**src/rtl/burst_pkg.sv**
```systemverilog
package burst_pkg;

  // Beat ordering selected at burst start.
  typedef enum logic {
    ORD_LINEAR = 1'b0,
    ORD_XOR    = 1'b1
  } order_e;

endpackage

```
**src/rtl/bag_rst_sync.sv**
```systemverilog
// Asynchronous assert, synchronous release of the active-low reset.
module bag_rst_sync #(
  parameter int STAGES = 2
) (
  input  logic clk,
  input  logic rst_n,
  output logic rst_sync_n
);

  logic [STAGES-1:0] chain_q;

  always_ff @(posedge clk or negedge rst_n) begin
    if (!rst_n) chain_q <= '0;
    else        chain_q <= {chain_q[STAGES-2:0], 1'b1};
  end

  assign rst_sync_n = chain_q[STAGES-1];

endmodule

```
**src/rtl/bag_base_reg.sv**
```systemverilog
// Holds the burst context captured at a load: upper bits, start low bits, order.
module bag_base_reg
  import burst_pkg::*;
#(
  parameter int ADDR_W = 18,
  parameter int BEAT_W = 2,
  localparam int UP_W  = ADDR_W - BEAT_W
) (
  input  logic              clk,
  input  logic              rst_n,
  input  logic              load_i,
  input  logic [ADDR_W-1:0] addr_i,
  input  logic              mode_i,
  output logic [UP_W-1:0]   upper_o,
  output logic [BEAT_W-1:0] start_lo_o,
  output order_e            order_o
);

  logic [UP_W-1:0]   upper_q,  upper_d;
  logic [BEAT_W-1:0] lo_q,     lo_d;
  order_e            order_q,  order_d;

  always_comb begin
    upper_d = upper_q;
    lo_d    = lo_q;
    order_d = order_q;
    if (load_i) begin
      upper_d = addr_i[ADDR_W-1:BEAT_W];
      lo_d    = addr_i[BEAT_W-1:0];
      order_d = order_e'(mode_i);
    end
  end

  always_ff @(posedge clk or negedge rst_n) begin
    if (!rst_n) begin
      upper_q <= '0;
      lo_q    <= '0;
      order_q <= ORD_LINEAR;
    end else if (load_i) begin
      upper_q <= upper_d;
      lo_q    <= lo_d;
      order_q <= order_d;
    end
  end

  assign upper_o    = upper_q;
  assign start_lo_o = lo_q;
  assign order_o    = order_q;

  AST_UPPER_HOLD: assert property (@(posedge clk) disable iff (!rst_n)
    !load_i |=> $stable(upper_q));
  AST_ORDER_HOLD: assert property (@(posedge clk) disable iff (!rst_n)
    !load_i |=> $stable(order_q));

endmodule

```
**src/rtl/bag_beat_ctr.sv**
```systemverilog
// Beat counter: cleared by a load, stepped by an advance, wraps freely.
module bag_beat_ctr #(
  parameter int BEAT_W = 2,
  localparam logic [BEAT_W-1:0] LAST = {BEAT_W{1'b1}}
) (
  input  logic              clk,
  input  logic              rst_n,
  input  logic              clear_i,
  input  logic              step_i,
  output logic [BEAT_W-1:0] beat_o
);

  logic [BEAT_W-1:0] beat_q, beat_d;
  logic              beat_en;

  assign beat_en = clear_i | step_i;

  always_comb begin
    if (clear_i) beat_d = '0;
    else         beat_d = beat_q + 1'b1;
  end

  always_ff @(posedge clk or negedge rst_n) begin
    if (!rst_n)       beat_q <= '0;
    else if (beat_en) beat_q <= beat_d;
  end

  assign beat_o = beat_q;

  AST_BEAT_CLEAR: assert property (@(posedge clk) disable iff (!rst_n)
    clear_i |=> (beat_q == '0));
  AST_BEAT_WRAP: assert property (@(posedge clk) disable iff (!rst_n)
    (!clear_i && step_i && beat_q == LAST) |=> (beat_q == '0));
  AST_BEAT_IDLE: assert property (@(posedge clk) disable iff (!rst_n)
    (!clear_i && !step_i) |=> $stable(beat_q));

endmodule

```
**src/rtl/bag_order_map.sv**
```systemverilog
// Combines the start low bits with the beat count according to the order.
module bag_order_map
  import burst_pkg::*;
#(
  parameter int BEAT_W = 2
) (
  input  logic [BEAT_W-1:0] start_lo_i,
  input  logic [BEAT_W-1:0] beat_i,
  input  order_e            order_i,
  output logic [BEAT_W-1:0] lo_o
);

  logic [BEAT_W-1:0] lin_lo;
  logic [BEAT_W-1:0] xor_lo;

  assign lin_lo = start_lo_i + beat_i;

  for (genvar b = 0; b < BEAT_W; b++) begin : g_xor_bit
    assign xor_lo[b] = start_lo_i[b] ^ beat_i[b];
  end

  always_comb begin
    case (order_i)
      ORD_XOR: lo_o = xor_lo;
      default: lo_o = lin_lo;
    endcase
  end

endmodule

```
**src/rtl/burst_addr_gen.sv**
```systemverilog
module burst_addr_gen
  import burst_pkg::*;
#(
  parameter int ADDR_W = 18,
  parameter int BEAT_W = 2
) (
  input  logic              clk,
  input  logic              rst_n,
  input  logic              load_i,
  input  logic [ADDR_W-1:0] start_addr_i,
  input  logic              adv_n_i,
  input  logic              mode_i,
  output logic [ADDR_W-1:0] addr_o
);

  localparam int UP_W = ADDR_W - BEAT_W;

  logic              rst_q_n;
  logic              step;
  logic [UP_W-1:0]   upper;
  logic [BEAT_W-1:0] start_lo;
  logic [BEAT_W-1:0] beat;
  logic [BEAT_W-1:0] lo;
  order_e            order;

  assign step = !load_i && !adv_n_i;

  bag_rst_sync #(.STAGES(2)) u_rst (
    .clk        (clk),
    .rst_n      (rst_n),
    .rst_sync_n (rst_q_n)
  );

  bag_base_reg #(.ADDR_W(ADDR_W), .BEAT_W(BEAT_W)) u_base (
    .clk        (clk),
    .rst_n      (rst_q_n),
    .load_i     (load_i),
    .addr_i     (start_addr_i),
    .mode_i     (mode_i),
    .upper_o    (upper),
    .start_lo_o (start_lo),
    .order_o    (order)
  );

  bag_beat_ctr #(.BEAT_W(BEAT_W)) u_beat (
    .clk     (clk),
    .rst_n   (rst_q_n),
    .clear_i (load_i),
    .step_i  (step),
    .beat_o  (beat)
  );

  bag_order_map #(.BEAT_W(BEAT_W)) u_map (
    .start_lo_i (start_lo),
    .beat_i     (beat),
    .order_i    (order),
    .lo_o       (lo)
  );

  assign addr_o = {upper, lo};

  AST_LOAD_CAPTURE: assert property (@(posedge clk) disable iff (!rst_q_n)
    load_i |=> (addr_o == $past(start_addr_i)));
  AST_IDLE_HOLD: assert property (@(posedge clk) disable iff (!rst_q_n)
    (!load_i && adv_n_i) |=> $stable(addr_o));
  AST_NO_CARRY: assert property (@(posedge clk) disable iff (!rst_q_n)
    step |=> (addr_o[ADDR_W-1:BEAT_W] == $past(addr_o[ADDR_W-1:BEAT_W])));
  AST_LIN_STEP: assert property (@(posedge clk) disable iff (!rst_q_n)
    (step && order == ORD_LINEAR)
      |=> (addr_o[BEAT_W-1:0] == $past(addr_o[BEAT_W-1:0]) + 1'b1));
  AST_XOR_STEP: assert property (@(posedge clk) disable iff (!rst_q_n)
    (step && order == ORD_XOR)
      |=> ((addr_o[BEAT_W-1:0] ^ $past(addr_o[BEAT_W-1:0])) == (beat ^ $past(beat))));

endmodule

```
**config.mk**
```make
export PLATFORM = sky130hd
export DESIGN_NAME = burst_addr_gen
export DESIGN_NICKNAME = d
export VERILOG_FILES = /design/src/rtl/burst_pkg.sv /design/src/rtl/bag_rst_sync.sv /design/src/rtl/bag_base_reg.sv /design/src/rtl/bag_beat_ctr.sv /design/src/rtl/bag_order_map.sv /design/src/rtl/burst_addr_gen.sv
export SDC_FILE = /design/constraint.sdc
export NUM_CORES = 1
export LEC_CHECK = 0
export BUFFER_PORTS_ARGS = -buffer_cell sky130_fd_sc_hd__clkbuf_2
export CAP_MARGIN = 0
export CORE_UTILIZATION = 45
export CTS_CLUSTER_DIAMETER = 100
export DETAILED_ROUTE_END_ITERATION = 12
export PLACE_DENSITY = 0.79
export SLEW_MARGIN = 20
export SYNTH_ARGS = -nofsm -noshare
export SYNTH_HDL_FRONTEND = slang
export SYNTH_HIERARCHICAL = 1
export SYNTH_SLANG_ARGS = --single-unit
```
**constraint.sdc**
```tcl
create_clock -name clk -period 1.4 [get_ports clk]
set_input_delay 0.28 -clock clk [delete_from_list [all_inputs] [get_ports clk]]
set_output_delay 0.28 -clock clk [all_outputs]
set_load 0.005 [all_outputs]
```
======== Word level (Yosys, flattened, before mapping) ========
Index checks and enable logic that the tools add are counted.
word-level totals
  bits in registers ....................... 23
  output and inout bits ................... 18
  word-level logic and storage cells ...... 15
operators by class
  $add $sub $neg .......................... 2
  multiplexer cells ....................... 2
  bitwise gates (word level) .............. 3
  reduce and logical (&&, ||, !) cells .... 3
operators with widths
  cell                                                            number
  2-bit 2-to-1 mux                                                2
  2-bit by 1-bit adder with 2-bit output (second input constant)  1
  2-bit adder                                                     1
  1-bit zero test                                                 2
  1-bit XOR                                                       2
  1-bit logical AND                                               1
  1-bit OR                                                        1

======== Longest topological paths before layout ========
Gate-level depths: netlist of the first run.
  depth after elaboration ................. 3
  mapped depth ............................ 3

======== Cells and area by module ========
Netlist of the first run, hierarchy kept.
by module, submodules not included
  module          times used  cells each  area each (µm²)  sequential area each (µm²)
  bag_base_reg    1           40          758.2            475.5
  bag_beat_ctr    1           7           88.8             50.0
  bag_rst_sync    1           3           53.8             50.0
  bag_order_map   1           4           36.3             0.0
  burst_addr_gen  1           1           3.8              0.0

======== Worst setup path before layout of the first run ========
No wires, ideal clock.
  kind .................................... reg-to-output
  from .................................... register u_beat.beat_q[0] (netlist: u_beat/beat_o[0])
  to ...................................... output addr_o[1]
  data arrival time ....................... 0.847 ns
  required time ........................... 1.120 ns
  slack ................................... 0.273 ns
  stages on the path, launching flop included .. 4
  buffers on the path ..................... 0
  path through ............................ dfrtp_1 -> ha_1 -> nor2b_1 -> xnor2_1
between the ends
  longest elaborated chain between the ends .. 2
ends and longest elaborated chain
  element                 RTL line              RTL
  start, declared         bag_beat_ctr.sv:13    logic [BEAT_W-1:0] beat_q, beat_d;
  start signal, assigned  bag_beat_ctr.sv:25    else if (beat_en) beat_q <= beat_d;
  2-bit adder             bag_order_map.sv:16   assign lin_lo = start_lo_i + beat_i;
  2-bit 2-to-1 mux        bag_order_map.sv:23   case (order_i)
  end, declared           burst_addr_gen.sv:13  output logic [ADDR_W-1:0] addr_o
No other way between the ends.

======== Worst setup path in the final report of the first run ========
  from .................................... register u_base.lo_q[0] (netlist: u_base/start_lo_o[0])
  to ...................................... output addr_o[1]
between the ends
  longest elaborated chain between the ends .. 2
ends and longest elaborated chain
  element                 RTL line             RTL
  start, declared         bag_base_reg.sv:20   logic [BEAT_W-1:0] lo_q, lo_d;
  start signal, assigned  bag_base_reg.sv:41   lo_q <= lo_d;
  2-bit adder             bag_order_map.sv:16
  2-bit 2-to-1 mux        bag_order_map.sv:23
No other way between the ends.

==> results of run 1 <==
## cell type report
type	count	area, µm²	share of cell area, %
Sequential cell	23	575.6	46.23
Multi-Input combinational cell	30	354.1	28.44
Timing Repair Buffer	44	251.5	20.20
Tap cell	27	33.78	2.714
Clock buffer	3	22.52	1.809
Clock inverter	1	7.507	0.6030
## cells by family after synthesis
kind of cell | count (synthesis) | share of synthesized area, %
buffers and inverters | 2 | 3.324
muxes | 19 | 26.73
DFF | 23 | 61.17
AOI/OAI and AO/OA | 2 | 1.995
and+or+nand+nor | 4 | 2.262
other | 1 | 0.3986
xor gates and xnor gates | 3 | 2.793
adders and majority gates | 1 | 1.330
## how the worst max path moves through the flow
stage,startpoint,endpoint,slack (ps),cells past startpoint
2_1_floorplan,u_beat/beat_o[0],addr_o[1],270,3
3_3_place_gp,u_beat/beat_o[0],addr_o[1],170,4
3_5_place_dp,u_beat/beat_o[0],addr_o[1],160,4
4_1_cts,u_beat/beat_o[0],addr_o[1],-170,4
5_1_grt,u_base/start_lo_o[0],addr_o[1],-260,4
6_report,u_base/start_lo_o[0],addr_o[1],-150,4
## routing by layer
layer	up-vias	wire length (µm)	track usage, %
met3	4	67	3.396
met1	294	742	21.62
met2	22	802	24.05
met4	0	37	11.67
met5	-	0	0
li1	277	-	-
## power by group through the flow
stage | clock (µW) | combinational [µW] | sequential, µW
after floorplan | 0 | 116 | 781
after global placement | 0 | 219 | 776
after detailed placement | 0 | 226 | 778
after CTS | 330 | 237 | 766
after global routing | 346 | 267 | 778
final | 305 | 243 | 768
## worst max-delay path, cell delays in order (launching register included)
cell     delay [ps]
dfrtp_1         430
ha_4            160
nor2b_4         110
xnor2_1         120
buf_2           130
## metrics by stage
step | worst slack [ps] | hold WS, ps | setup TNS [ps] | utilization, % | power, µW
after floorplan | 273.3 | -15.59 | 0 | - | 896.9
after global placement | 172.5 | 67.93 | 0 | 59.69 | 994.5
after detailed placement | 160.1 | 68.66 | 0 | 59.69 | 1004
after CTS | -174.8 | 170.3 | -210.4 | 62.63 | 1333
after global routing | -258.9 | 165.8 | -289.1 | 63.46 | 1391
final | -147.1 | 182.0 | -147.1 | 63.46 | 1316
## registers in the layout, summed over array words and instances (netlist names)
| signal | cells |
|---|---|
| u_rst/chain_q | 2 |
| u_base/upper_o | 16 |
| u_base/start_lo_o | 2 |
| u_base/order_o | 1 |
| u_beat/beat_o | 2 |
## repair_timing
action | CTS | global route
hold buffers | 1 | 0
endpoints found under the hold margin | 2 | 0
pin swaps | 2 | 2
resized for setup | 3 | 3
setup buffers | 1 | 0
setup endpoints to repair | 2 | 2
## cells in the mapped netlist
cell / count / area [µm²]
dfrtp_1: 23 / 575.6
buf_6: 1 / 11.26
mux2_4: 10 / 150.1
conb_1: 1 / 3.750
a21oi_2: 1 / 8.760
buf_12: 1 / 20.02
nor2_1: 2 / 7.510
mux2_2: 9 / 101.4
xnor2_1: 3 / 26.28
a21bo_1: 1 / 10.01
nor2b_1: 1 / 6.260
ha_1: 1 / 12.51
nand3b_1: 1 / 7.510
==> impl_metrics.ini, run 1 <==
[placed_design]
io_buffer_count = 40
dpl_cell_area_um2 = 1171
dp_hpwl_um = 1208
gp_congestion = 0.7034
placed_cells = 122

[cts]
clk_path_buf_depth = 2
cts_tree = built
htreeDepth = 1
cts.sinks = 23
cts_buffers = 3
clock_latency_ps = 310
path_clk_slew_ps = 120
cts.root.buffer_cell = clkbuf_4

[synth]
seq_area_frac_synth_pct = 61.17
netlist_area_um2 = 940.9
synth_cell_types = 13
synth.avg_cell_area_um2 = 17.11
synth_seq_cells = 23
synthCells = 55
ys.warnings.count = 6
synth_nets = 79

[final_layout]
nNetsFinal = 126
layout_common_cells = 38 x clkbuf_2, 23 x dfrtp_1, 10 x mux2_4
layout-drive-gt1-share_pct = 68.32
final_common_cell = clkbuf_2
areaGrowthSynthToFinish_pct = 32.31
fill_cells = 172
diodes = 0
fin_area_um2 = 1245
finalNonFillerCells = 128

[sta]
worst_slack_ps = -147.1
setup_viol = 1
rsz0062_at_grt = yes
fin_crit_sh_pct = 110.5
finClkSkew_ps = 0.9255
max_freq_mhz = 646.4
drv_slew = 0
hold_viol = 0
period_minus_slack_ps = 1547

[worst_setup_path]
cp_data_arrival_time_ps = 1270
ff2ff_path_depth = 3
start_kind = register
rr_startpoint = u_beat/beat_o[0]
required_ps = 1120
worstPathMaxFanout = 2
rrSetupSlack_ps = 460
r2r-end = u_beat/beat_o[1]
crit_type = reg2out
setup.worst_path.end_class = output pin

[pwr]
p_switching_uw = 323.5
p_leak_uw = 0.0006243
powerDensity_nw_per_um2 = 1057
seq_power_share_pct = 58.4
p_clk_share_pct = 23.2
p_int_uw = 993.0
swShare_pct = 24.57
p_comb_share_pct = 18.5
ir_drop_uv = 604.8

[drt]
routed_wl_um = 1650
drtPass1Iterations = 4
routed_via_density = 4.664
drc = 0
drt_iter0_drc = 6
final_antenna_net_count = 0
wl_per_cell_um = 12.89
vias = 597

[global_route]
grt_pass1_vias = 565
grt_util_all_layers_pct = 16.40
grt_pass1_wl_um = 2415
globalRouteOverflowTotal = 0
grt_max_degree = 23
antenna_found_initial = 0

[floorplanning]
start_util_pct = 47.96
die_area_um2 = 2278
die_x_um = 47.73
dieHeight_um = 47.73
core_area_um2 = 1962
core.rowCount = 16
io-pin-count = 41

[outcome]
violations = setup timing
status = finished, violations left

[job]
max_cap_violations = 0

[worst_hold_path]
hold_path_class = reg2async
Power figures use the tool's default switching activity.
==> run 2: changes to the inputs <==
--- a/config.mk
+++ b/config.mk
@@ -7,10 +7,12 @@
 export LEC_CHECK = 0
 export BUFFER_PORTS_ARGS = -buffer_cell sky130_fd_sc_hd__clkbuf_2
 export CAP_MARGIN = 0
-export CORE_UTILIZATION = 45
+export CORE_MARGIN = 10
+export CORE_UTILIZATION = 40
 export CTS_CLUSTER_DIAMETER = 100
+export CTS_CLUSTER_SIZE = 8
 export DETAILED_ROUTE_END_ITERATION = 12
-export PLACE_DENSITY = 0.79
+export PLACE_DENSITY = 0.72
 export SLEW_MARGIN = 20
 export SYNTH_ARGS = -nofsm -noshare
 export SYNTH_HDL_FRONTEND = slang
==> run 2 against run 1 <==
Net effect:
- the run still ends with setup timing left
- non-clock buffer count increased by 1
- die area increased by 110%
- sequential share of layout area increased by 0.42 points
- largest power group unchanged
- design area decreased by 0.90%
- highest routed layer unchanged
==> impl_metrics.ini, run 2 (synthesized netlist as in run 1, its figures left out) <==
[worst_setup_path]
ff2ff_path_depth = 4
rr_startpoint = u_beat/beat_o[0]
start_kind = register
setup.worst_path.end_class = output pin
required_ps = 1120
r2r-end = u_beat/beat_o[1]
worstPathMaxFanout = 2
rrSetupSlack_ps = 390
crit_chain = ha_2, nor2b_4, xnor2_1, buf_2
crit_type = reg2out
cp_data_arrival_time_ps = 1240
crit_path_top_delay_cell = dfrtp_1
cpPeakStageDelay_ps = 400

[final_layout]
layout-drive-gt1-share_pct = 67.65
nNetsFinal = 127
layout_common_cells = 39 x clkbuf_2, 23 x dfrtp_1, 10 x mux2_4
diodes = 0
fin_area_um2 = 1234
largest_reg_flops = 16
areaGrowthSynthToFinish_pct = 31.12
fill_cells = 210
final_common_cell = clkbuf_2
fin_util_pct = 55.24

[drt]
routed_wl_um = 1870
wl_per_cell_um = 14.38
final_antenna_net_count = 0
drc = 0
vias = 591
drtPass1Iterations = 2
drt_iter0_drc = 13
routed_via_density = 4.546

[worst_hold_path]
min_from = start_addr_i[4]
hold-path-cell-count = 2
hold_path_class = in2reg
hold_path_end = u_base/upper_o[2]

[global_route]
globalRouteOverflowTotal = 0
grt_pass1_wl_um = 3077
grt_util_all_layers_pct = 8.886
grt_max_degree = 23
grt_pass1_vias = 671
antenna_found_initial = 0

[pwr]
total_power_uw = 1295
powerDensity_nw_per_um2 = 1049
p_leak_uw = 0.0006274
ir_drop_uv = 717.4

[cts]
cts.root.buffer_cell = clkbuf_4
clock_latency_ps = 300
htreeDepth = 1
path_clk_slew_ps = 120
cts_tree = built
cts.sinks = 23
clk_path_buf_depth = 2
cts_buffers = 3

[placed_design]
io_buffer_count = 40
dp_hpwl_um = 1487
gp_congestion = 0.6691
dpl_cell_area_um2 = 1172

[outcome]
status = finished, violations left
violations = setup timing

[floorplanning]
io-pin-count = 41
core_area_um2 = 2233
core.rowCount = 17
die_area_um2 = 4692
die_x_um = 68.50
dieHeight_um = 68.50
start_util_pct = 42.13

[sta]
max_freq_mhz = 659.1
drv_slew = 0
tns_ps = -122.9
period_minus_slack_ps = 1517
setup_viol = 2
fin_crit_sh_pct = 108.4
rsz0062_at_grt = yes
fin_hold_ws_ps = 197.6
worst_slack_ps = -117.2
hold_viol = 0
finClkSkew_ps = 2.786

[job]
max_cap_violations = 0
run 2: changes by cell type in the layout (fill, tap and decap cells not counted), sizes merged:
cell,change
clkbuf,+2
clkinvlp,-1
run 2: power breakdown:
part | leakage [µW] | internal, µW | switching [µW]
Sequential | 0.000273 | 725 | 33.5
Clock | 0.0000150 | 111 | 183
Combinational | 0.000340 | 153 | 89.0
run 2: worst max path at each step:
stage	start	endpoint	slack, ps	cells past startpoint
final	u_base/start_lo_o[0]	addr_o[1]	-120	4
after global routing	u_base/start_lo_o[0]	addr_o[1]	-220	4
after CTS	u_base/start_lo_o[0]	addr_o[1]	-180	4
after detailed placement	u_beat/beat_o[0]	addr_o[1]	140	4
after global placement	u_beat/beat_o[0]	addr_o[1]	150	4
after floorplan	u_beat/beat_o[0]	addr_o[1]	270	3
run 2: layout make-up:
type | count | area (µm²) | area share (%)
clock buffer | 4 | 26.28 | 2.130
multi-input combinational | 30 | 344.1 | 27.89
sequential | 23 | 575.6 | 46.65
tap | 28 | 35.03 | 2.840
timing repair buffer | 45 | 252.7 | 20.49
run 2: timing repair:
| item | CTS | global route |
|---|---|---|
| setup buffers | 1 | 1 |
| resized for setup | 0 | 4 |
| setup endpoints to repair | 2 | 2 |
| hold buffers | 1 | 0 |
| hold endpoints to repair | 2 | 0 |
| pin swaps | 0 | 0 |
| cloned | 0 | 0 |
run 2: metal layers:
layer	vias up	track usage, %	share of wire [%]
met1	292	8.165	36
met4	0	5.276	1.7
met3	4	3.704	7.5
met5	-	0	0
li1	280	-	-
met2	15	16.01	55
run 2: through the flow:
step	worst slack, ps	instances
2_1_floorplan	273.3	55
3_3_place_gp	154.9	123
3_5_place_dp	136.2	123
4_1_cts	-182.0	129
5_1_grt	-221.7	130
6_report	-117.2	130
run 2: critical path, delay by kind of cell, from the launching register on:
kind	cells	cell delay, ps
DFF	1	400
adders and majority gates	1	180
buffers and inverters	1	130
and+or+nand+nor	1	120
xor gates and xnor gates	1	110
==> run 3: changes to the inputs <==
--- a/config.mk
+++ b/config.mk
@@ -5,14 +5,15 @@
 export SDC_FILE = /design/constraint.sdc
 export NUM_CORES = 1
 export LEC_CHECK = 0
-export BUFFER_PORTS_ARGS = -buffer_cell sky130_fd_sc_hd__clkbuf_2
 export CAP_MARGIN = 0
 export CORE_MARGIN = 10
 export CORE_UTILIZATION = 40
 export CTS_CLUSTER_DIAMETER = 100
 export CTS_CLUSTER_SIZE = 8
 export DETAILED_ROUTE_END_ITERATION = 12
-export PLACE_DENSITY = 0.72
+export DONT_BUFFER_PORTS = 1
+export PLACE_DENSITY_LB_ADDON = 0.12
+export SETUP_SLACK_MARGIN = 0.3
 export SLEW_MARGIN = 20
 export SYNTH_ARGS = -nofsm -noshare
 export SYNTH_HDL_FRONTEND = slang
==> run 3 against run 2 <==
Net effect:
- the flow still finishes with violations (setup timing)
- count of clock-buffer cells in the layout is the same
- power is 7.1% lower
- clock skew shrank 1.9 ps
- design area fell by 17%
- sequential power up 2%
- routed wire length decreased by 9.0%
- register-to-register slack is essentially flat
- fmax is 6.9% higher
- utilization down 9.5 points
- first-iteration DRC count is the same
- combinational power decreased by 45%
- flip-flop and latch count unchanged
- critical path type unchanged
==> impl_metrics.ini, run 3 (synthesized netlist as in run 1, its figures left out) <==
[outcome]
status = finished, violations left
violations = setup timing

[final_layout]
final_common_cell = dfrtp_1
fin_area_um2 = 1021
areaGrowthSynthToFinish_pct = 8.511
finalNonFillerCells = 89
layout_common_cells = 23 x dfrtp_1, 10 x mux2_4, 9 x mux2_2
largest_reg_flops = 16
layout-drive-gt1-share_pct = 47.54
nNetsFinal = 86
diodes = 0
fill_cells = 207

[pwr]
swShare_pct = 22.66
p_comb_share_pct = 10.9
powerDensity_nw_per_um2 = 1178
total_power_uw = 1203
p_switching_uw = 272.5
p_int_uw = 930.3
ir_drop_uv = 629.9
seq_power_share_pct = 64.6
p_clk_share_pct = 24.4
p_leak_uw = 0.0004566

[drt]
routed_wl_um = 1702
routed.top_layer = met4
dr_wl_met3_um = 189
routed_via_density = 5.022
wl_met2_um = 866
drc = 0
drtPass1Iterations = 2
wl_per_cell_um = 19.12
met1_length_um = 640
final_antenna_net_count = 0
drt_iter0_drc = 13
vias = 447

[sta]
hold_viol = 0
period_minus_slack_ps = 1419
setup_viol = 1
fin_hold_ws_ps = 21.58
fin_crit_sh_pct = 101.3
finClkSkew_ps = 0.8767
tns_ps = -18.66
rsz0062_at_grt = yes
worst_slack_ps = -18.66
drv_slew = 0
max_freq_mhz = 704.9

[global_route]
grt_pass1_vias = 519
globalRouteOverflowTotal = 0
grt_pass1_wl_um = 2635
antenna_found_initial = 0
grt_util_all_layers_pct = 7.297
grt_max_degree = 23

[floorplanning]
die_x_um = 68.50
io-pin-count = 41
die_area_um2 = 4692
dieHeight_um = 68.50
start_util_pct = 42.13
core_area_um2 = 2233
core.rowCount = 17

[worst_setup_path]
setup.worst_path.end_class = output pin
crit_type = reg2out
cp_data_arrival_time_ps = 1140
start_kind = register
rr_startpoint = u_beat/beat_o[0]
worstPathMaxFanout = 2
r2r-end = u_beat/beat_o[1]
required_ps = 1120
rrSetupSlack_ps = 390
ff2ff_path_depth = 4

[cts]
htreeDepth = 1
path_clk_slew_ps = 120
cts_buffers = 3
cts.sinks = 23
clk_path_buf_depth = 2
clock_latency_ps = 290
cts.root.buffer_cell = clkbuf_4
cts_tree = built

[placed_design]
dpl_cell_area_um2 = 969.7
gp_congestion = 0.6631
placed_cells = 82
io_buffer_count = 0
dp_hpwl_um = 1315

[worst_hold_path]
min_from = load_i
hold_path_end = u_beat/beat_o[1]
hold_path_class = in2reg
hold-path-cell-count = 1

[job]
max_cap_violations = 0
[run 3: cell types whose count changed in the layout (fill, tap and decap cells not counted)]
cell      delta
buf_2        -1
xnor2_2      +1
xnor2_1      -1
buf_12       -1
clkbuf_2    -39
[run 3: critical path: stages (launching register included)]
cell     delay (ps)
dfrtp_1         400
ha_2            180
nor2b_4         120
xnor2_2         140
[run 3: what timing repair did]
| item | CTS | global route |
|---|---|---|
| endpoints found under the setup margin | 2 | 2 |
| hold buffers | 1 | 0 |
| hold endpoints to repair | 2 | 0 |
| pin swaps | 2 | 0 |
| gates resized for setup | 0 | 0 |
| setup buffers | 1 | 1 |
[run 3: worst max-delay path by stage]
stage / from / end / cells past startpoint
floorplan: u_beat/beat_o[0] / addr_o[1] / 3
global placement: u_beat/beat_o[0] / addr_o[1] / 3
detailed placement: u_beat/beat_o[0] / addr_o[1] / 3
CTS: u_base/start_lo_o[0] / addr_o[1] / 3
global route: u_base/start_lo_o[0] / addr_o[1] / 3
finish: u_base/start_lo_o[0] / addr_o[1] / 3
[run 3: per-layer routing]
layer,vias up,global-route usage (%)
li1,202,-
met1,226,8.077
met2,17,11.75
met3,2,4.026
met4,0,2.261
met5,-,0
[run 3: layout make-up]
| type | instances | area [µm²] | area share, % |
|---|---|---|---|
| flip-flops and latches | 23 | 575.6 | 56.37 |
| multi-input cells | 30 | 351.6 | 34.44 |
| well taps | 28 | 35.03 | 3.431 |
| repair buffers | 4 | 32.53 | 3.186 |
| clock buffers | 4 | 26.28 | 2.574 |
[run 3: power groups by stage]
stage | clock [µW] | sequential, µW | combinational (µW)
floorplan | 0 | 783 | 123
global placement | 0 | 796 | 120
detailed placement | 0 | 797 | 122
CTS | 316 | 782 | 132
global route | 336 | 788 | 146
finish | 294 | 777 | 132
[run 3: per-stage QoR]
stage | worst slack, ps | util [%]
CTS | -55.35 | 45.38
finish | -18.66 | 45.71
global placement | 250.2 | 43.42
detailed placement | 233.5 | 43.42
global route | -95.81 | 45.71
floorplan | 279.9 | -
